===== src/rtl/dma_pkg.sv =====
package dma_pkg;

    typedef enum logic [1:0] {
        XM_SINGLE = 2'd0,
        XM_DEMAND = 2'd1,
        XM_BLOCK  = 2'd2
    } xfer_mode_e;

    typedef enum logic [2:0] {
        LK_IDLE,
        LK_REQ,
        LK_WAIT,
        LK_FLOAT,
        LK_OWN,
        LK_DROP,
        LK_REL
    } link_state_e;

    typedef enum logic [2:0] {
        EN_IDLE,
        EN_ARM,
        EN_WAITOWN,
        EN_SERVE,
        EN_RD,
        EN_WR,
        EN_FLY,
        EN_GIVE
    } eng_state_e;

    function automatic xfer_mode_e decode_mode(input logic [1:0] sel);
        case (sel)
            2'd0:    return XM_SINGLE;
            2'd1:    return XM_DEMAND;
            default: return XM_BLOCK;
        endcase
    endfunction

endpackage


===== src/rtl/dma_bus_link.sv =====
module dma_bus_link
    import dma_pkg::*;
#(
    parameter int DW = 4
) (
    input  logic          clk,
    input  logic          rst_n,
    input  logic          want_bus,
    input  logic          give_back,
    input  logic          line_in,
    input  logic [DW-1:0] float_dly,
    output logic          line_oe_n,
    output logic          owned,
    output logic          rel_pulse
);

    typedef struct packed {
        link_state_e   st;
        logic [DW-1:0] wait_cnt;
    } link_t;

    link_t cur_q, nxt_d;

    always_comb begin
        nxt_d = cur_q;
        case (cur_q.st)
            LK_IDLE: begin
                if (want_bus) nxt_d.st = LK_REQ;
            end
            LK_REQ: begin
                nxt_d.st = LK_WAIT;
            end
            LK_WAIT: begin
                if (!line_in) begin
                    if (float_dly == '0) begin
                        nxt_d.st = LK_OWN;
                    end else begin
                        nxt_d.st       = LK_FLOAT;
                        nxt_d.wait_cnt = float_dly - DW'(1);
                    end
                end
            end
            LK_FLOAT: begin
                if (cur_q.wait_cnt == '0) nxt_d.st = LK_OWN;
                else nxt_d.wait_cnt = cur_q.wait_cnt - DW'(1);
            end
            LK_OWN: begin
                if (give_back) nxt_d.st = LK_DROP;
            end
            LK_DROP: begin
                nxt_d.st = LK_REL;
            end
            LK_REL: begin
                nxt_d.st = LK_IDLE;
            end
            default: nxt_d.st = LK_IDLE;
        endcase
    end

    always_ff @(posedge clk or negedge rst_n) begin
        if (!rst_n) begin
            cur_q.st       <= LK_IDLE;
            cur_q.wait_cnt <= '0;
        end else begin
            cur_q <= nxt_d;
        end
    end

    assign line_oe_n = !((cur_q.st == LK_REQ) || (cur_q.st == LK_REL));
    assign owned     = (cur_q.st == LK_OWN);
    assign rel_pulse = (cur_q.st == LK_REL);

    // request and release pulses last one clock
    p_pulse_one_clk_r2: assert property (@(posedge clk) disable iff (!rst_n)
        $fell(line_oe_n) |=> line_oe_n);

    // a non-zero float delay keeps the bus undriven after the grant
    p_float_wait_r3: assert property (@(posedge clk) disable iff (!rst_n)
        (cur_q.st == LK_WAIT && !line_in && float_dly != '0) |=> !owned);

    // the release follows one idle clock after dropping the bus
    p_release_after_drop_r4: assert property (@(posedge clk) disable iff (!rst_n)
        $fell(owned) |=> !line_oe_n);

    // never pull the shared line while driving the bus
    p_no_pull_while_owned_r4: assert property (@(posedge clk) disable iff (!rst_n)
        !(owned && !line_oe_n));

endmodule


===== src/rtl/dma_xfer_engine.sv =====
module dma_xfer_engine
    import dma_pkg::*;
#(
    parameter int AW     = 16,
    parameter int CW     = 8,
    parameter int DATA_W = 8
) (
    input  logic              clk,
    input  logic              rst_n,
    input  logic              start,
    input  logic [AW-1:0]     src_in,
    input  logic [AW-1:0]     dst_in,
    input  logic [CW-1:0]     cnt_in,
    input  logic [1:0]        mode_in,
    input  logic              flyby_in,
    input  logic              periph_rdy,
    input  logic              owned,
    input  logic              rel_pulse,
    input  logic [DATA_W-1:0] rd_data,
    output logic              want_bus,
    output logic              give_back,
    output logic [AW-1:0]     addr,
    output logic              rd_stb,
    output logic              wr_stb,
    output logic [DATA_W-1:0] wr_data,
    output logic              done
);

    typedef struct packed {
        eng_state_e        st;
        logic [AW-1:0]     src;
        logic [AW-1:0]     dst;
        logic [CW-1:0]     left;
        xfer_mode_e        mode;
        logic              fly;
        logic [DATA_W-1:0] hold;
        logic              done;
    } eng_t;

    eng_t cur_q, nxt_d;

    always_comb begin
        nxt_d     = cur_q;
        want_bus  = 1'b0;
        give_back = 1'b0;
        rd_stb    = 1'b0;
        wr_stb    = 1'b0;
        addr      = '0;
        wr_data   = '0;
        case (cur_q.st)
            EN_IDLE: begin
                if (start) begin
                    nxt_d.src  = src_in;
                    nxt_d.dst  = dst_in;
                    nxt_d.left = cnt_in;
                    nxt_d.mode = decode_mode(mode_in);
                    nxt_d.fly  = flyby_in;
                    nxt_d.done = (cnt_in == '0);
                    nxt_d.st   = (cnt_in == '0) ? EN_IDLE : EN_ARM;
                end
            end
            EN_ARM: begin
                want_bus = periph_rdy;
                if (periph_rdy) nxt_d.st = EN_WAITOWN;
            end
            EN_WAITOWN: begin
                if (owned) nxt_d.st = EN_SERVE;
            end
            EN_SERVE: begin
                if (cur_q.mode == XM_DEMAND && !periph_rdy) begin
                    nxt_d.st = EN_GIVE;
                end else if (periph_rdy) begin
                    nxt_d.st = cur_q.fly ? EN_FLY : EN_RD;
                end
            end
            EN_RD: begin
                rd_stb     = 1'b1;
                addr       = cur_q.src;
                nxt_d.hold = rd_data;
                nxt_d.st   = EN_WR;
            end
            EN_WR, EN_FLY: begin
                if (cur_q.st == EN_WR) begin
                    wr_stb  = 1'b1;
                    addr    = cur_q.dst;
                    wr_data = cur_q.hold;
                end else begin
                    rd_stb = 1'b1;
                    wr_stb = 1'b1;
                    addr   = cur_q.src;
                end
                nxt_d.src  = cur_q.src + AW'(1);
                nxt_d.dst  = cur_q.dst + AW'(1);
                nxt_d.left = cur_q.left - CW'(1);
                nxt_d.st   = (cur_q.mode == XM_SINGLE || cur_q.left == CW'(1))
                             ? EN_GIVE : EN_SERVE;
            end
            EN_GIVE: begin
                give_back = 1'b1;
                if (rel_pulse) begin
                    if (cur_q.left == '0) begin
                        nxt_d.st   = EN_IDLE;
                        nxt_d.done = 1'b1;
                    end else begin
                        nxt_d.st = EN_ARM;
                    end
                end
            end
            default: nxt_d.st = EN_IDLE;
        endcase
    end

    always_ff @(posedge clk or negedge rst_n) begin
        if (!rst_n) begin
            cur_q.st   <= EN_IDLE;
            cur_q.src  <= '0;
            cur_q.dst  <= '0;
            cur_q.left <= '0;
            cur_q.mode <= XM_SINGLE;
            cur_q.fly  <= 1'b0;
            cur_q.hold <= '0;
            cur_q.done <= 1'b0;
        end else begin
            cur_q <= nxt_d;
        end
    end

    assign done = cur_q.done;

    // strobes only while the bus is owned
    p_strobe_needs_bus_r5: assert property (@(posedge clk) disable iff (!rst_n)
        (rd_stb || wr_stb) |-> owned);

    // a lone read is followed by a lone write
    p_read_then_write_r5: assert property (@(posedge clk) disable iff (!rst_n)
        (rd_stb && !wr_stb) |=> (wr_stb && !rd_stb));

    // no transfer with an exhausted count
    p_count_no_wrap_r7: assert property (@(posedge clk) disable iff (!rst_n)
        (wr_stb) |-> (cur_q.left != '0));

    // per-byte policy hands back after each byte
    p_single_gives_back_r8: assert property (@(posedge clk) disable iff (!rst_n)
        (wr_stb && cur_q.mode == XM_SINGLE) |=> give_back);

    // whole-block policy keeps the bus while bytes remain
    p_block_holds_r10: assert property (@(posedge clk) disable iff (!rst_n)
        (cur_q.st == EN_SERVE && cur_q.mode == XM_BLOCK) |=> owned);

    // an accepted start with a non-zero count clears done
    p_start_clears_done_r11: assert property (@(posedge clk) disable iff (!rst_n)
        (start && cur_q.st == EN_IDLE && cnt_in != '0) |=> !done);

    // start while waiting for the bus changes nothing latched
    p_ignored_start_r12: assert property (@(posedge clk) disable iff (!rst_n)
        (start && cur_q.st == EN_ARM) |=>
            (cur_q.src == $past(cur_q.src) && cur_q.left == $past(cur_q.left)));

endmodule


===== src/rtl/dma_xfer_ctrl.sv =====
module dma_xfer_ctrl
    import dma_pkg::*;
#(
    parameter int AW     = 16,
    parameter int CW     = 8,
    parameter int DATA_W = 8,
    parameter int DW     = 4
) (
    input  logic              clk,
    input  logic              rst_n,
    input  logic              start,
    input  logic [AW-1:0]     src_addr,
    input  logic [AW-1:0]     dst_addr,
    input  logic [CW-1:0]     byte_count,
    input  logic [1:0]        mode_sel,
    input  logic              flyby,
    input  logic [DW-1:0]     float_dly,
    input  logic              periph_rdy,
    input  logic [DATA_W-1:0] rd_data,
    input  logic              rqgt_in,
    output logic              rqgt_oe_n,
    output logic              bus_oe,
    output logic [AW-1:0]     bus_addr,
    output logic              rd_stb,
    output logic              wr_stb,
    output logic [DATA_W-1:0] wr_data,
    output logic              done
);

    logic want_bus;
    logic give_back;
    logic owned;
    logic rel_pulse;

    dma_bus_link #(.DW(DW)) u_link (
        .clk       (clk),
        .rst_n     (rst_n),
        .want_bus  (want_bus),
        .give_back (give_back),
        .line_in   (rqgt_in),
        .float_dly (float_dly),
        .line_oe_n (rqgt_oe_n),
        .owned     (owned),
        .rel_pulse (rel_pulse)
    );

    dma_xfer_engine #(.AW(AW), .CW(CW), .DATA_W(DATA_W)) u_eng (
        .clk        (clk),
        .rst_n      (rst_n),
        .start      (start),
        .src_in     (src_addr),
        .dst_in     (dst_addr),
        .cnt_in     (byte_count),
        .mode_in    (mode_sel),
        .flyby_in   (flyby),
        .periph_rdy (periph_rdy),
        .owned      (owned),
        .rel_pulse  (rel_pulse),
        .rd_data    (rd_data),
        .want_bus   (want_bus),
        .give_back  (give_back),
        .addr       (bus_addr),
        .rd_stb     (rd_stb),
        .wr_stb     (wr_stb),
        .wr_data    (wr_data),
        .done       (done)
    );

    assign bus_oe = owned;

    // nothing is driven while reset is held
    always_comb begin
        if (!rst_n) begin
            p_reset_quiet_r1: assert (rqgt_oe_n && !bus_oe && !done);
        end
    end

endmodule


===== config.mk =====
export PLATFORM = sky130hd
export DESIGN_NAME = dma_xfer_ctrl
export DESIGN_NICKNAME = d
export VERILOG_FILES = /design/src/rtl/dma_pkg.sv /design/src/rtl/dma_bus_link.sv /design/src/rtl/dma_xfer_engine.sv /design/src/rtl/dma_xfer_ctrl.sv
export SDC_FILE = /design/constraint.sdc
export NUM_CORES = 1
export LEC_CHECK = 0
export ABC_AREA = 1
export BUFFER_PORTS_ARGS = -buffer_cell sky130_fd_sc_hd__buf_2
export CAP_MARGIN = 10
export CORE_MARGIN = 2
export CORE_UTILIZATION = 60
export CTS_BUF_LIST = sky130_fd_sc_hd__clkbuf_4 sky130_fd_sc_hd__clkbuf_8
export CTS_CLUSTER_SIZE = 24
export DETAILED_ROUTE_END_ITERATION = 6
export PLACE_DENSITY = 0.95
export RECOVER_POWER = 25
export SLEW_MARGIN = 20
export SYNTH_ARGS = -nofsm -noshare
export SYNTH_HDL_FRONTEND = slang
export SYNTH_SLANG_ARGS = --single-unit
export TNS_END_PERCENT = 5

===== constraint.sdc =====
create_clock -name clk -period 2.9 [get_ports clk]
set_input_delay 0.29 -clock clk [delete_from_list [all_inputs] [get_ports clk]]
set_output_delay 0.29 -clock clk [all_outputs]
set_load 0.05 [all_outputs]

==> qor.tcl <==
set qor(final_net_count) 766
set qor(antenna-diode-count) 0
set qor(synth-edff-count) 0
set qor(die-area_um2) 7600
set qor(grt_pass1_vias) 4283
set qor(clock_tree.htree_level_count) 3
set qor(starting_density) 0.614
set qor(cp_num_cells) 8
set qor(fmax_ghz) 0.418
set qor(grt_use_total) 0.316
set qor(synth_seq_cells) 62
set qor(seqPwrFrac) 0.353
set qor(criticalPathCategory) {register to primary output}
set qor(yosysSeqAreaShare) 0.374
set qor(critical_path.cell_chain) {inv_2 > nand2_1 > inv_1 > nand2_2 > nand2_2 > inv_2 > o22ai_1 > buf_2}
set qor(antenna_found_initial) 0
set qor(setup.worst_path.end_class) {primary output}
set qor(detailedPlacementHpwl_um) 8350
set qor(cts.repair_timing.setup_buffer_count) 0
set qor(power_report.internal_total_mw) 2.44
set qor(synth.lib_cells_used.distinct) 37
set qor(post-route-drc-count) 0
set qor(timing.hold.worst.class) {primary input to register}
set qor(r2r-end) {u_eng.cur_q[27]}
set qor(final_std_cell_area_no_fill_um2) 4820
set qor(vias) 4561
set qor(cts.path.max_buffers) 2
set qor(multiInputGateArea_um2) 2170
set qor(total_leakage_power_nw) 2.51
set qor(worst_r2r_startpoint) {u_eng.cur_q[53]}
set qor(p_per_area_nw_per_um2) 983
set qor(resized_cells_post_cts) 0
set qor(power.clock.fraction) 0.174
set qor(routed_wire_length_um) 11600
set qor(critical-path-slowest-cell) {sky130_fd_sc_hd__dfrtp_1}
set qor(num_io_pins) 89
set qor(final_routed_wire_length_divided_by_cell_count_um) 14.8
set qor(ys.flop_type) {sky130_fd_sc_hd__dfrtp_1}
set qor(cp_data_arrival_time_ps) 2100
set qor(insertion_delay_ps) 350
set qor(flow.area_growth_from_synthesis_pct) 16.0
set qor(path_delay_family) {buffers and inverters}
set qor(wire_length_of_the_first_global_routing_pass_um) 19000
set qor(route.layer.met1.wl_um) 4670
set qor(end_point_of_the_critical_path) {bus_addr[13]}
set qor(met2WireLength_um) 5770
set qor(dr_pass1_iterations) 6
set qor(tritoncts_num_sinks) 62
set qor(syn_area_per_cell_um2) 6.74
set qor(fp-row-count) 30
set qor(synth_cells) 616
set qor(final_cells) 784
set qor(crit_path_max_incr_delay_ps) 440
set qor(synth_adder_area_share) 0.0181
set qor(port-buffer-count) 88
set qor(cts_hold_repair.buffers) 0
set qor(largest_net_degree_at_the_start_of_global_routing) 48
set qor(synth_simple_gate_area_share) 0.338
set qor(height_of_the_chip_um) 87.2
set qor(switching_power_mw) 2.30
set qor(period_share) 0.825
set qor(clkSlewWorstSetupHoldPaths_ps) 70
set qor(core-area_um2) 6760
set qor(maxCapViolCount) 0
set qor(r2r_cells) 8
set qor(post_route_setup_tns_ps) 0
set qor(wl_met3_um) 914
set qor(tightest_slew_ps) 1220
set qor(syn_area_um2) 4150
set qor(final-seq-area_um2) 1550
set qor(dominant_combinational_cell_family_by_area_after_synthesis) {simple AND/OR/NAND/NOR gates}
set qor(comb_power_share) 0.473
set qor(setup.reg_to_reg.worst_slack_ps) 810
set qor(via_per_inst) 5.82
set qor(post_layout_power_mw) 4.74
set qor(tritoncts_clock_tree) {yes}
set qor(synth.net_count) 682
set qor(antenna_violating_nets_post_route) 0
set qor(crit_start) {u_eng.cur_q[53]}
set qor(worstPathRequired_ps) 2610
set qor(place_area_um2) 4610
set qor(globalplace.congestion) 0.924
set qor(layout_fillers) 568
set qor(finClkSkew_ps) 8.53
set qor(placed_cells_incl_taps) 769
set qor(maxSlewViolCount) 0
set qor(slew-limit-headroom) 0.186
set qor(vdd_drop_max_uv) 660
set qor(dr.max_layer_used) {met4}
set qor(critical_path_peak_fanout) 18
set qor(synth-compound-area-share) 0.157
set qor(initialDrtViolationCount) 396
set qor(die-width_um) 87.2
set qor(xor_xnor_cell_area_share_of_the_yosys_netlist) 0.0105
set qor(run_status) {complete, no violations}
set qor(critPathLaunchType) {register}
set qor(rsz0062_at_grt) {false}
set qor(fin_hold_viols) 0
set qor(cts.root.buffer_cell) {sky130_fd_sc_hd__clkbuf_8}
set qor(netSwitchingFraction) 0.485
set qor(setup_violations) 0
set qor(cts_buffers) 9
set qor(cp_num_buf_inv) 4
set qor(globalRoute.totalOverflow) 0
set qor(asyncSetResetFlopFracSynth) 1.00
set qor(period_needed_ps) 2390
set qor(synth.yosys.warnings) 0
set qor(drive_gt1_frac) 0.176
set qor(post_synth_mux_area_share) 0
state kept, by name, indices dropped and copies added (netlist names):
| name | cells |
|---|---|
| u_eng.done | 1 |
| u_link.cur_q | 7 |
| u_eng.cur_q | 54 |
worst reg2reg max path, stage by stage, from the launching register on:
cell	delay [ps]
sky130_fd_sc_hd__dfrtp_1	440
sky130_fd_sc_hd__inv_2	110
sky130_fd_sc_hd__nand2_1	80
sky130_fd_sc_hd__nor2_2	140
sky130_fd_sc_hd__nand2_2	330
sky130_fd_sc_hd__nand2_4	390
sky130_fd_sc_hd__buf_4	310
sky130_fd_sc_hd__o22ai_1	100
sky130_fd_sc_hd__nor2_1	120
kinds of logic after synthesis:
kind of cell    after synthesis
buf+inv                     100
xor+xnor                      5
simple gates                329
flops                        62
fa+ha+maj                     6
compound gates              114
area by class of cell:
class | count | area share
timing repair buffer | 93 | 0.0992
tap | 80 | 0.0208
multi-input combinational | 454 | 0.451
clock buffer | 12 | 0.0343
clock inverter | 3 | 0.00883
sequential | 62 | 0.322
inverter | 80 | 0.0634
stage by stage:
stage | hold slack (ps) | setup WS, ps | util
4_1_cts | 150 | 525 | 0.713
3_3_place_gp | 470 | 940 | 0.682
2_1_floorplan | -5.59 | 586 | -
5_1_grt | 159 | 368 | 0.713
6_report | 146 | 506 | 0.713
3_5_place_dp | 488 | 859 | 0.682
cells in the final DEF, fill, tap and decap left out, drive strengths merged:
cell / netlist / final
a21boi: 2 / 2
a21oi: 38 / 38
a22oi: 6 / 6
a31oi: 3 / 3
and2: 1 / 1
buf: 18 / 92
bufinv: 0 / 1
clkbuf: 2 / 13
clkinv: 0 / 1
clkinvlp: 0 / 1
dfrtp: 62 / 62
ha: 6 / 6
inv: 80 / 80
nand2: 157 / 157
nand2b: 1 / 1
nand3: 65 / 65
nand3b: 1 / 1
nand4: 7 / 7
nor2: 93 / 93
nor3: 4 / 4
o211a: 1 / 1
o211ai: 9 / 9
o21ai: 38 / 38
o221ai: 1 / 1
o22ai: 15 / 15
o31ai: 1 / 1
xnor2: 2 / 2
xor2: 3 / 3
Yosys cell counts (2+ instances only):
cell type / n / area share
sky130_fd_sc_hd__nand2_1: 152 / 0.14
sky130_fd_sc_hd__nor2_1: 91 / 0.082
sky130_fd_sc_hd__inv_1: 75 / 0.068
sky130_fd_sc_hd__nand3_1: 63 / 0.076
sky130_fd_sc_hd__dfrtp_1: 62 / 0.37
sky130_fd_sc_hd__a21oi_1: 38 / 0.046
sky130_fd_sc_hd__o21ai_0: 32 / 0.039
sky130_fd_sc_hd__o22ai_1: 15 / 0.023
sky130_fd_sc_hd__buf_2: 10 / 0.012
sky130_fd_sc_hd__o211ai_1: 9 / 0.016
sky130_fd_sc_hd__buf_4: 7 / 0.013
sky130_fd_sc_hd__nand4_1: 7 / 0.011
sky130_fd_sc_hd__a22oi_1: 6 / 0.011
sky130_fd_sc_hd__ha_1: 6 / 0.018
sky130_fd_sc_hd__o21ai_1: 5 / 0.0060
sky130_fd_sc_hd__a31oi_1: 3 / 0.0045
sky130_fd_sc_hd__inv_2: 3 / 0.0027
sky130_fd_sc_hd__nand2_2: 3 / 0.0045
sky130_fd_sc_hd__nor3_1: 3 / 0.0036
sky130_fd_sc_hd__xor2_1: 3 / 0.0063
sky130_fd_sc_hd__a21boi_0: 2 / 0.0036
sky130_fd_sc_hd__clkbuf_1: 2 / 0.0018
sky130_fd_sc_hd__inv_4: 2 / 0.0030
sky130_fd_sc_hd__nand2_4: 2 / 0.0054
sky130_fd_sc_hd__nand3_2: 2 / 0.0048
sky130_fd_sc_hd__xnor2_1: 2 / 0.0042
per-layer routing:
metal  vias to the layer above  track usage
met5                         -            0
met4                         0        0.116
met3                        28       0.0464
met2                       225        0.549
met1                      2128        0.398
li1                       2180            -
worst min-delay path by stage:
stage / startpoint / depth (start not counted) / endpoint / slack [ps]
6_report: mode_sel[0] / 3 / u_eng.cur_q[10] / 150
3_5_place_dp: u_eng.cur_q[9] / 2 / u_eng.cur_q[9] / 490
3_3_place_gp: u_eng.cur_q[9] / 2 / u_eng.cur_q[9] / 470
5_1_grt: mode_sel[0] / 3 / u_eng.cur_q[10] / 160
4_1_cts: mode_sel[0] / 3 / u_eng.cur_q[10] / 150
2_1_floorplan: rst_n / 0 / u_eng.cur_q[10] / -6
power groups by stage:
stage | Combinational, mW | Sequential (mW) | Clock, mW
2_1_floorplan | 1.76 | 1.57 | 0
3_3_place_gp | 2.10 | 1.64 | 0
3_5_place_dp | 2.19 | 1.66 | 0
4_1_cts | 2.22 | 1.66 | 0.823
5_1_grt | 2.50 | 1.73 | 0.866
6_report | 2.24 | 1.67 | 0.824
Note: power is estimated with default switching activity, not from simulation.
